===== src/rtl/dual_rd_bridge_pkg.sv =====
// Shared widths and the read-engine state encoding for the dual-requester read bridge.
package dual_rd_bridge_pkg;
    localparam int CLIENT_AW = 32;
    localparam int PHYS_AW   = 48;
    localparam int DATA_W    = 32;
    localparam int NUM_PORTS = 2;

    typedef enum logic [1:0] {
        RD_IDLE = 2'd0,
        RD_ADDR = 2'd1,
        RD_DATA = 2'd2
    } rd_state_t;
endpackage


===== src/rtl/rb_req_latch.sv =====
// Request latch for one client.
// Captures a one-cycle request pulse and its address, and holds both until the arbiter takes the request.
// Assumes the client does not pulse again while its request is pending.
module rb_req_latch #(
    parameter int AW = 32
) (
    input  logic          clk,
    input  logic          rst_n,
    input  logic          req,
    input  logic [AW-1:0] addr,
    input  logic          take,
    output logic          pend,
    output logic [AW-1:0] addr_q
);
    // Pending flag: set by a pulse, cleared when granted.
    always_ff @(posedge clk) begin
        if (!rst_n)
            pend <= 1'b0;
        else if (req)
            pend <= 1'b1;
        else if (take)
            pend <= 1'b0;
    end

    // Address register: loaded together with the pulse.
    always_ff @(posedge clk) begin
        if (!rst_n)
            addr_q <= '0;
        else if (req)
            addr_q <= addr;
    end
endmodule


===== src/rtl/rb_arbiter.sv =====
// Fixed-priority arbiter over the latched requests. Port 0 has the highest priority.
// A grant is given only while the read engine is idle, which gives one read in flight at a time.
// It puts the winning address on the shared address net.
module rb_arbiter #(
    parameter int N  = 2,
    parameter int AW = 32,
    localparam int IW = (N > 1) ? $clog2(N) : 1
) (
    input  logic [N-1:0]         pend,
    input  logic [N-1:0][AW-1:0] addrs,
    input  logic                 idle,
    output logic                 gnt_valid,
    output logic [IW-1:0]        gnt_idx,
    output logic [N-1:0]         gnt_vec,
    output logic [AW-1:0]        gnt_addr
);
    logic          found;
    logic [IW-1:0] pick;

    // Priority search: the lowest-numbered pending port wins.
    always_comb begin
        found = 1'b0;
        pick  = '0;
        for (int i = 0; i < N; i++) begin
            if (!found && pend[i]) begin
                found = 1'b1;
                pick  = IW'(i);
            end
        end
    end

    assign gnt_valid = found && idle;
    assign gnt_idx   = pick;
    assign gnt_addr  = addrs[pick];

    // One-hot grant for clearing the winning latch.
    generate
        for (genvar g = 0; g < N; g++) begin : g_gnt
            assign gnt_vec[g] = gnt_valid && (pick == IW'(g));
        end
    endgenerate
endmodule


===== src/rtl/rb_axi_rd_master.sv =====
// Single-beat AXI4 read engine.
// On start it zero-extends the client address to the physical width, offers it on AR until accepted,
// then waits for one R beat and reports completion with the owner index.
// Assumes the slave returns exactly one beat per address.
module rb_axi_rd_master #(
    parameter int CAW = 32,
    parameter int PAW = 48,
    parameter int DW  = 32,
    parameter int IW  = 1,
    localparam int EXT_W = PAW - CAW
) (
    input  logic           clk,
    input  logic           rst_n,
    input  logic           start,
    input  logic [CAW-1:0] start_addr,
    input  logic [IW-1:0]  start_idx,
    output logic           idle,
    output logic           ar_valid,
    input  logic           ar_ready,
    output logic [PAW-1:0] ar_addr,
    output logic [7:0]     ar_len,
    output logic [2:0]     ar_size,
    input  logic           r_valid,
    output logic           r_ready,
    output logic           cmp_valid,
    output logic [IW-1:0]  cmp_idx
);
    import dual_rd_bridge_pkg::*;

    rd_state_t     state;
    logic [IW-1:0] owner;

    // Transaction sequencer: idle, address phase, data phase.
    always_ff @(posedge clk) begin
        if (!rst_n) begin
            state    <= RD_IDLE;
            ar_valid <= 1'b0;
            ar_addr  <= '0;
            owner    <= '0;
        end else begin
            case (state)
                RD_IDLE: begin
                    if (start) begin
                        ar_addr  <= {{EXT_W{1'b0}}, start_addr};
                        owner    <= start_idx;
                        ar_valid <= 1'b1;
                        state    <= RD_ADDR;
                    end
                end
                RD_ADDR: begin
                    if (ar_ready) begin
                        ar_valid <= 1'b0;
                        state    <= RD_DATA;
                    end
                end
                RD_DATA: begin
                    if (r_valid)
                        state <= RD_IDLE;
                end
                default: state <= RD_IDLE;
            endcase
        end
    end

    assign idle      = (state == RD_IDLE);
    assign r_ready   = (state == RD_DATA);
    assign cmp_valid = r_ready && r_valid;
    assign cmp_idx   = owner;
    assign ar_len    = 8'd0;
    assign ar_size   = 3'($clog2(DW / 8));
endmodule


===== src/rtl/rb_rsp_hold.sv =====
// Response holder for one client.
// Registers the returned word and a one-cycle acknowledge when the completion belongs to this port.
// The data is held between completions.
module rb_rsp_hold #(
    parameter int DW = 32
) (
    input  logic          clk,
    input  logic          rst_n,
    input  logic          hit,
    input  logic [DW-1:0] data,
    output logic          ack,
    output logic [DW-1:0] rdata
);
    // Acknowledge pulse: high for the cycle after a matching completion.
    always_ff @(posedge clk) begin
        if (!rst_n)
            ack <= 1'b0;
        else
            ack <= hit;
    end

    // Data register: loaded only on this port's completion.
    always_ff @(posedge clk) begin
        if (!rst_n)
            rdata <= '0;
        else if (hit)
            rdata <= data;
    end
endmodule


===== src/rtl/dual_rd_bridge.sv =====
// Top level of the dual-requester read bridge. Port 0 is the core client, port 1 the controller client.
// Request latches feed a fixed-priority arbiter, and the arbiter starts the single-beat AXI4 read engine.
// Completions are steered to the owning client's response holder.
module dual_rd_bridge
    import dual_rd_bridge_pkg::*;
#(
    parameter int CAW = CLIENT_AW,
    parameter int PAW = PHYS_AW,
    parameter int DW  = DATA_W,
    localparam int NP = NUM_PORTS,
    localparam int IW = $clog2(NP)
) (
    input  logic           clk,
    input  logic           rst_n,
    input  logic           core_req,
    input  logic [CAW-1:0] core_addr,
    output logic           core_ack,
    output logic [DW-1:0]  core_rdata,
    input  logic           ctl_req,
    input  logic [CAW-1:0] ctl_addr,
    output logic           ctl_ack,
    output logic [DW-1:0]  ctl_rdata,
    output logic           ar_valid,
    input  logic           ar_ready,
    output logic [PAW-1:0] ar_addr,
    output logic [7:0]     ar_len,
    output logic [2:0]     ar_size,
    input  logic           r_valid,
    output logic           r_ready,
    input  logic [DW-1:0]  r_data
);
    logic [NP-1:0]          req_v;
    logic [NP-1:0][CAW-1:0] addr_v;
    logic [NP-1:0]          pend_v;
    logic [NP-1:0][CAW-1:0] paddr_v;
    logic [NP-1:0]          gnt_v;
    logic [NP-1:0]          ack_v;
    logic [NP-1:0][DW-1:0]  rdata_v;
    logic                   gnt_valid;
    logic [IW-1:0]          gnt_idx;
    logic [CAW-1:0]         shared_addr;
    logic                   eng_idle;
    logic                   cmp_valid;
    logic [IW-1:0]          cmp_idx;

    assign req_v  = {ctl_req, core_req};
    assign addr_v = {ctl_addr, core_addr};

    // Per-client request capture and response holding.
    generate
        for (genvar p = 0; p < NP; p++) begin : g_port
            rb_req_latch #(.AW(CAW)) u_latch (
                .clk    (clk),
                .rst_n  (rst_n),
                .req    (req_v[p]),
                .addr   (addr_v[p]),
                .take   (gnt_v[p]),
                .pend   (pend_v[p]),
                .addr_q (paddr_v[p])
            );

            rb_rsp_hold #(.DW(DW)) u_hold (
                .clk   (clk),
                .rst_n (rst_n),
                .hit   (cmp_valid && (cmp_idx == IW'(p))),
                .data  (r_data),
                .ack   (ack_v[p]),
                .rdata (rdata_v[p])
            );
        end
    endgenerate

    rb_arbiter #(.N(NP), .AW(CAW)) u_arb (
        .pend      (pend_v),
        .addrs     (paddr_v),
        .idle      (eng_idle),
        .gnt_valid (gnt_valid),
        .gnt_idx   (gnt_idx),
        .gnt_vec   (gnt_v),
        .gnt_addr  (shared_addr)
    );

    rb_axi_rd_master #(.CAW(CAW), .PAW(PAW), .DW(DW), .IW(IW)) u_eng (
        .clk        (clk),
        .rst_n      (rst_n),
        .start      (gnt_valid),
        .start_addr (shared_addr),
        .start_idx  (gnt_idx),
        .idle       (eng_idle),
        .ar_valid   (ar_valid),
        .ar_ready   (ar_ready),
        .ar_addr    (ar_addr),
        .ar_len     (ar_len),
        .ar_size    (ar_size),
        .r_valid    (r_valid),
        .r_ready    (r_ready),
        .cmp_valid  (cmp_valid),
        .cmp_idx    (cmp_idx)
    );

    assign core_ack   = ack_v[0];
    assign ctl_ack    = ack_v[1];
    assign core_rdata = rdata_v[0];
    assign ctl_rdata  = rdata_v[1];
endmodule


===== config.mk =====
export PLATFORM = sky130hd
export DESIGN_NAME = dual_rd_bridge
export DESIGN_NICKNAME = d
export VERILOG_FILES = /design/src/rtl/dual_rd_bridge_pkg.sv /design/src/rtl/rb_req_latch.sv /design/src/rtl/rb_arbiter.sv /design/src/rtl/rb_axi_rd_master.sv /design/src/rtl/rb_rsp_hold.sv /design/src/rtl/dual_rd_bridge.sv
export SDC_FILE = /design/constraint.sdc
export NUM_CORES = 1
export LEC_CHECK = 0
export ABC_CLOCK_PERIOD_IN_PS = 4300
export BUFFER_PORTS_ARGS = -buffer_cell sky130_fd_sc_hd__buf_2
export CORE_MARGIN = 3
export CORE_UTILIZATION = 40
export CTS_CLUSTER_SIZE = 20
export DETAILED_ROUTE_END_ITERATION = 12
export SETUP_SLACK_MARGIN = 0.4
export SLEW_MARGIN = 20
export SYNTH_ARGS = -nofsm -noshare
export SYNTH_HDL_FRONTEND = slang
export SYNTH_HIERARCHICAL = 1
export SYNTH_SLANG_ARGS = --single-unit

===== constraint.sdc =====
create_clock -name clk -period 4.3 [get_ports clk]
set_input_delay 0.86 -clock clk [delete_from_list [all_inputs] [get_ports clk]]
set_output_delay 0.86 -clock clk [all_outputs]
set_load 0.02 [all_outputs]

==> flow_summary_export.csv <==
group,metric,value,unit
critical_path,crit_arrival,1.34,ns
pwr,swShare,0.2509,
logic_synthesis,avgSynthCellArea,11.28,um2
sta,worstMarginPinSlew,1.124,ns
clock_tree,h-tree-depth,4,
placed_design,gp_congestion,0.7312,
placed_design,dpl.cell_count,1042,
clock_tree,cts_inserted_buffers,17,
grt,grt_pass1_wl,24210,um
sta,clock-skew-final,0.01315,ns
placed_design,dpl_worst_slack,1.817,ns
grt,grt_overflow,0,
pwr,internal_power,2.707,mW
placed_design,portBuffers,201,
clock_tree,cts_resized,0,
cells_and_area,multi_input_area,3417,um2
sta,setup_tns,0,ns
critical_path,worstPathCellList,"and2b_2 -> buf_2",
routing,viasPerCell,4.433,
cells_and_area,fillCellCount,1747,
clock_tree,post_cts_buffers,0,
clock_tree,clock_path_buffers,2,
floorplan,dieArea,20110,um2
floorplan,fp.dieH,141.8,um
critical_path,crit_buf_inv,1,
run,drv_cap,0,
floorplan,fp-row-count,49,
clock_tree,cts.clk_slew.worst_paths,0.06,ns
pwr,cellLeakagePower,3.910,nW
floorplan,fp.coreArea,18020,um2
routing,ant_nets,0,
critical_path,slowest_stage,"dfxtp_1",
logic_synthesis,yosysWarnings,6,
hold_path,hold_class,"reg -> reg",
cells_and_area,stdcell_area,8737,um2
sta,rsz0062_at_grt,"no",
cells_and_area,antenna_cells,0,
pwr,p_seq_frac,0.459,
clock_tree,cts_sinks,168,
sta,timing.final.crit_share,0.5119,
routing,wl,15430,um
clock_tree,cts_tree,"done",
clock_tree,cts_root_buffer,"clkbuf_16",
critical_path,crit_type,"reg -> out",
sta,slew_viol_final,0,
routing,first_iter_violations,180,
logic_synthesis,ys_seq_area_frac,0.4559,
grt,antenna_found_initial,0,
critical_path,cpLargestDelayFamily,"flip-flops",
pwr,power_density,413.6,nW/um2
sta,whs,0.4508,ns
outcome,status,"completed",
placed_design,place_area,8138,um2
cells_and_area,drive_gt1_frac,0.3243,
cells_and_area,finalNonFillerCells,1074,
grt,grt_pass1_vias,4580,
floorplan,initial_utilization,0.4093,
sta,hold_violations,0,
logic_synthesis,syn_inst,654,
pwr,pwr-share-clk,0.420,
cells_and_area,seqCellArea,3363,um2
grt,grt_start_max_net_pins,90,
logic_synthesis,synthFlopType,"dfxtp_1",
critical_path,crit_path_max_incr_delay,0.50,ns
placed_design,dp_hpwl,10450,um
grt,grt_use_total,0.1520,
logic_synthesis,syn_area,7377,um2
cells_and_area,nNetsFinal,935,
logic_synthesis,async_flop_share,0,
floorplan,die_x,141.8,um
routing,post_drt_wl_per_cell,14.37,um
routing,drc,0,
routing,dr.pass1.iters,4,
sta,slew_headroom,0.2509,
sta,fmax,454.3,MHz
routing,num_vias,4761,
clock_tree,ctsHoldBuffers,0,
critical_path,critPathRequiredTime,3.44,ns
sta,period_minus_slack,2.201,ns
critical_path,cp_max_fo,8,
logic_synthesis,synth-edff-count,0,
pwr,switchingPower,0.9068,mW
critical_path,endpoint_kind,"output port",
cells_and_area,syn_to_final_growth,18.44,%
critical_path,worst_setup_path_start_kind,"register",
logic_synthesis,synth.distinct_cells,27,
logic_synthesis,synth-seq-cells,168,
sta,setup_ws,2.099,ns
pwr,power_frac_comb,0.121,
sta,setup_viol,0,
pwr,ir_drop,0.2680,mV
clock_tree,clk_latency,0.42,ns
floorplan,io_pins,229,
Yosys cell counts, types with 2 or more instances:
master | count | area share
conb_1 | 2 | 0.0010
buf_6 | 9 | 0.014
buf_4 | 28 | 0.028
inv_1 | 2 | 0.0010
nor2_1 | 2 | 0.0010
mux2_2 | 3 | 0.0046
and2b_2 | 2 | 0.0024
clkbuf_1 | 14 | 0.0071
and2_1 | 5 | 0.0042
buf_2 | 4 | 0.0027
nand2_1 | 66 | 0.034
buf_12 | 15 | 0.041
mux2_4 | 29 | 0.059
dfxtp_1 | 168 | 0.46
mux2i_1 | 161 | 0.22
nor2b_1 | 131 | 0.11
o21a_1 | 3 | 0.0031
cell type report:
type / count / share of cell area
Clock buffer: 18 / 0.05026
Clock inverter: 13 / 0.01661
Inverter: 2 / 0.0008592
Multi-Input combinational cell: 438 / 0.3911
Sequential cell: 168 / 0.3849
Tap cell: 229 / 0.03279
Timing Repair Buffer: 206 / 0.1234
flip-flops by register name, summed over array words and instances, names as in the netlist:
signal / count
g_port.u_hold/rdata: 64
u_eng/cmp_idx: 1
u_eng/ar_valid: 1
g_port.u_latch/pend: 2
g_port.u_latch/addr_q: 64
g_port.u_hold/ack: 2
u_eng/state: 2
u_eng/ar_addr: 32
cell usage in the layout, fill, tap and decap left out, types with 2 or more instances in the layout:
master / Yosys / routed
nor2b_1: 131 / 131
clkinvlp_4: 0 / 3
clkinv_4: 0 / 2
nor2_1: 2 / 2
buf_4: 28 / 3
and2b_2: 2 / 2
mux2_4: 29 / 29
dfxtp_1: 168 / 168
o21a_1: 3 / 3
buf_2: 4 / 200
mux2_2: 3 / 3
buf_12: 15 / 2
inv_6: 0 / 4
inv_1: 2 / 2
clkinv_2: 0 / 2
mux2i_1: 161 / 161
and2_1: 5 / 5
nand2_1: 66 / 66
conb_1: 2 / 27
clkbuf_16: 0 / 17
bufinv_16: 0 / 2
stage by stage:
step           power (mW)  utilization
2_1_floorplan       2.054            -
3_3_place_gp        2.130       0.4515
3_5_place_dp        2.132       0.4515
4_1_cts             3.667       0.4839
5_1_grt             3.792       0.4847
6_report            3.614       0.4847
worst paths after layout:
kind	from	endpoint	slack, ns	cells after the start
setup / recovery	u_eng/state[0]	r_ready	2.10	2
hold / removal	u_eng/ar_addr[4]	u_eng/ar_addr[4]	0.45	2
hold reg to reg	u_eng/ar_addr[4]	u_eng/ar_addr[4]	0.45	2
setup reg to reg	u_eng/state[1]	g_port[1].u_hold/rdata[13]	2.11	5
power groups by stage:
stage / clock network, mW / registers [mW] / logic [mW]
after floorplan: 0 / 1.72 / 0.338
after global placement: 0 / 1.69 / 0.438
after detailed placement: 0 / 1.69 / 0.439
after CTS: 1.57 / 1.66 / 0.440
after global routing: 1.65 / 1.67 / 0.479
final: 1.52 / 1.66 / 0.437
worst reg2reg max path, delay by kind of cell (launching register included):
| kind | cells | cell delay (ns) |
|---|---|---|
| mux | 1 | 0.34 |
| flops | 1 | 0.48 |
| simple gates | 4 | 1.27 |
cells by family (layout without fill, tap and decap cells):
kind of cell / after synthesis / in the layout / synth area share
buffers and inverters: 73 / 239 / 0.09447
flip-flops: 168 / 168 / 0.4559
multiplexers: 193 / 193 / 0.2821
AND/OR/NAND/NOR: 212 / 212 / 0.1601
AO/OA/AOI/OAI: 6 / 6 / 0.006444
other: 2 / 27 / 0.001018
per-layer routing:
layer	up-vias	GRT usage	part of all wire
met5	-	0	0
met4	0	0.04495	0.0091
met3	7	0.05190	0.062
met2	138	0.2351	0.46
met1	2143	0.2016	0.47
li1	2473	-	-
No activity file was read; power rests on OpenSTA's default activity.
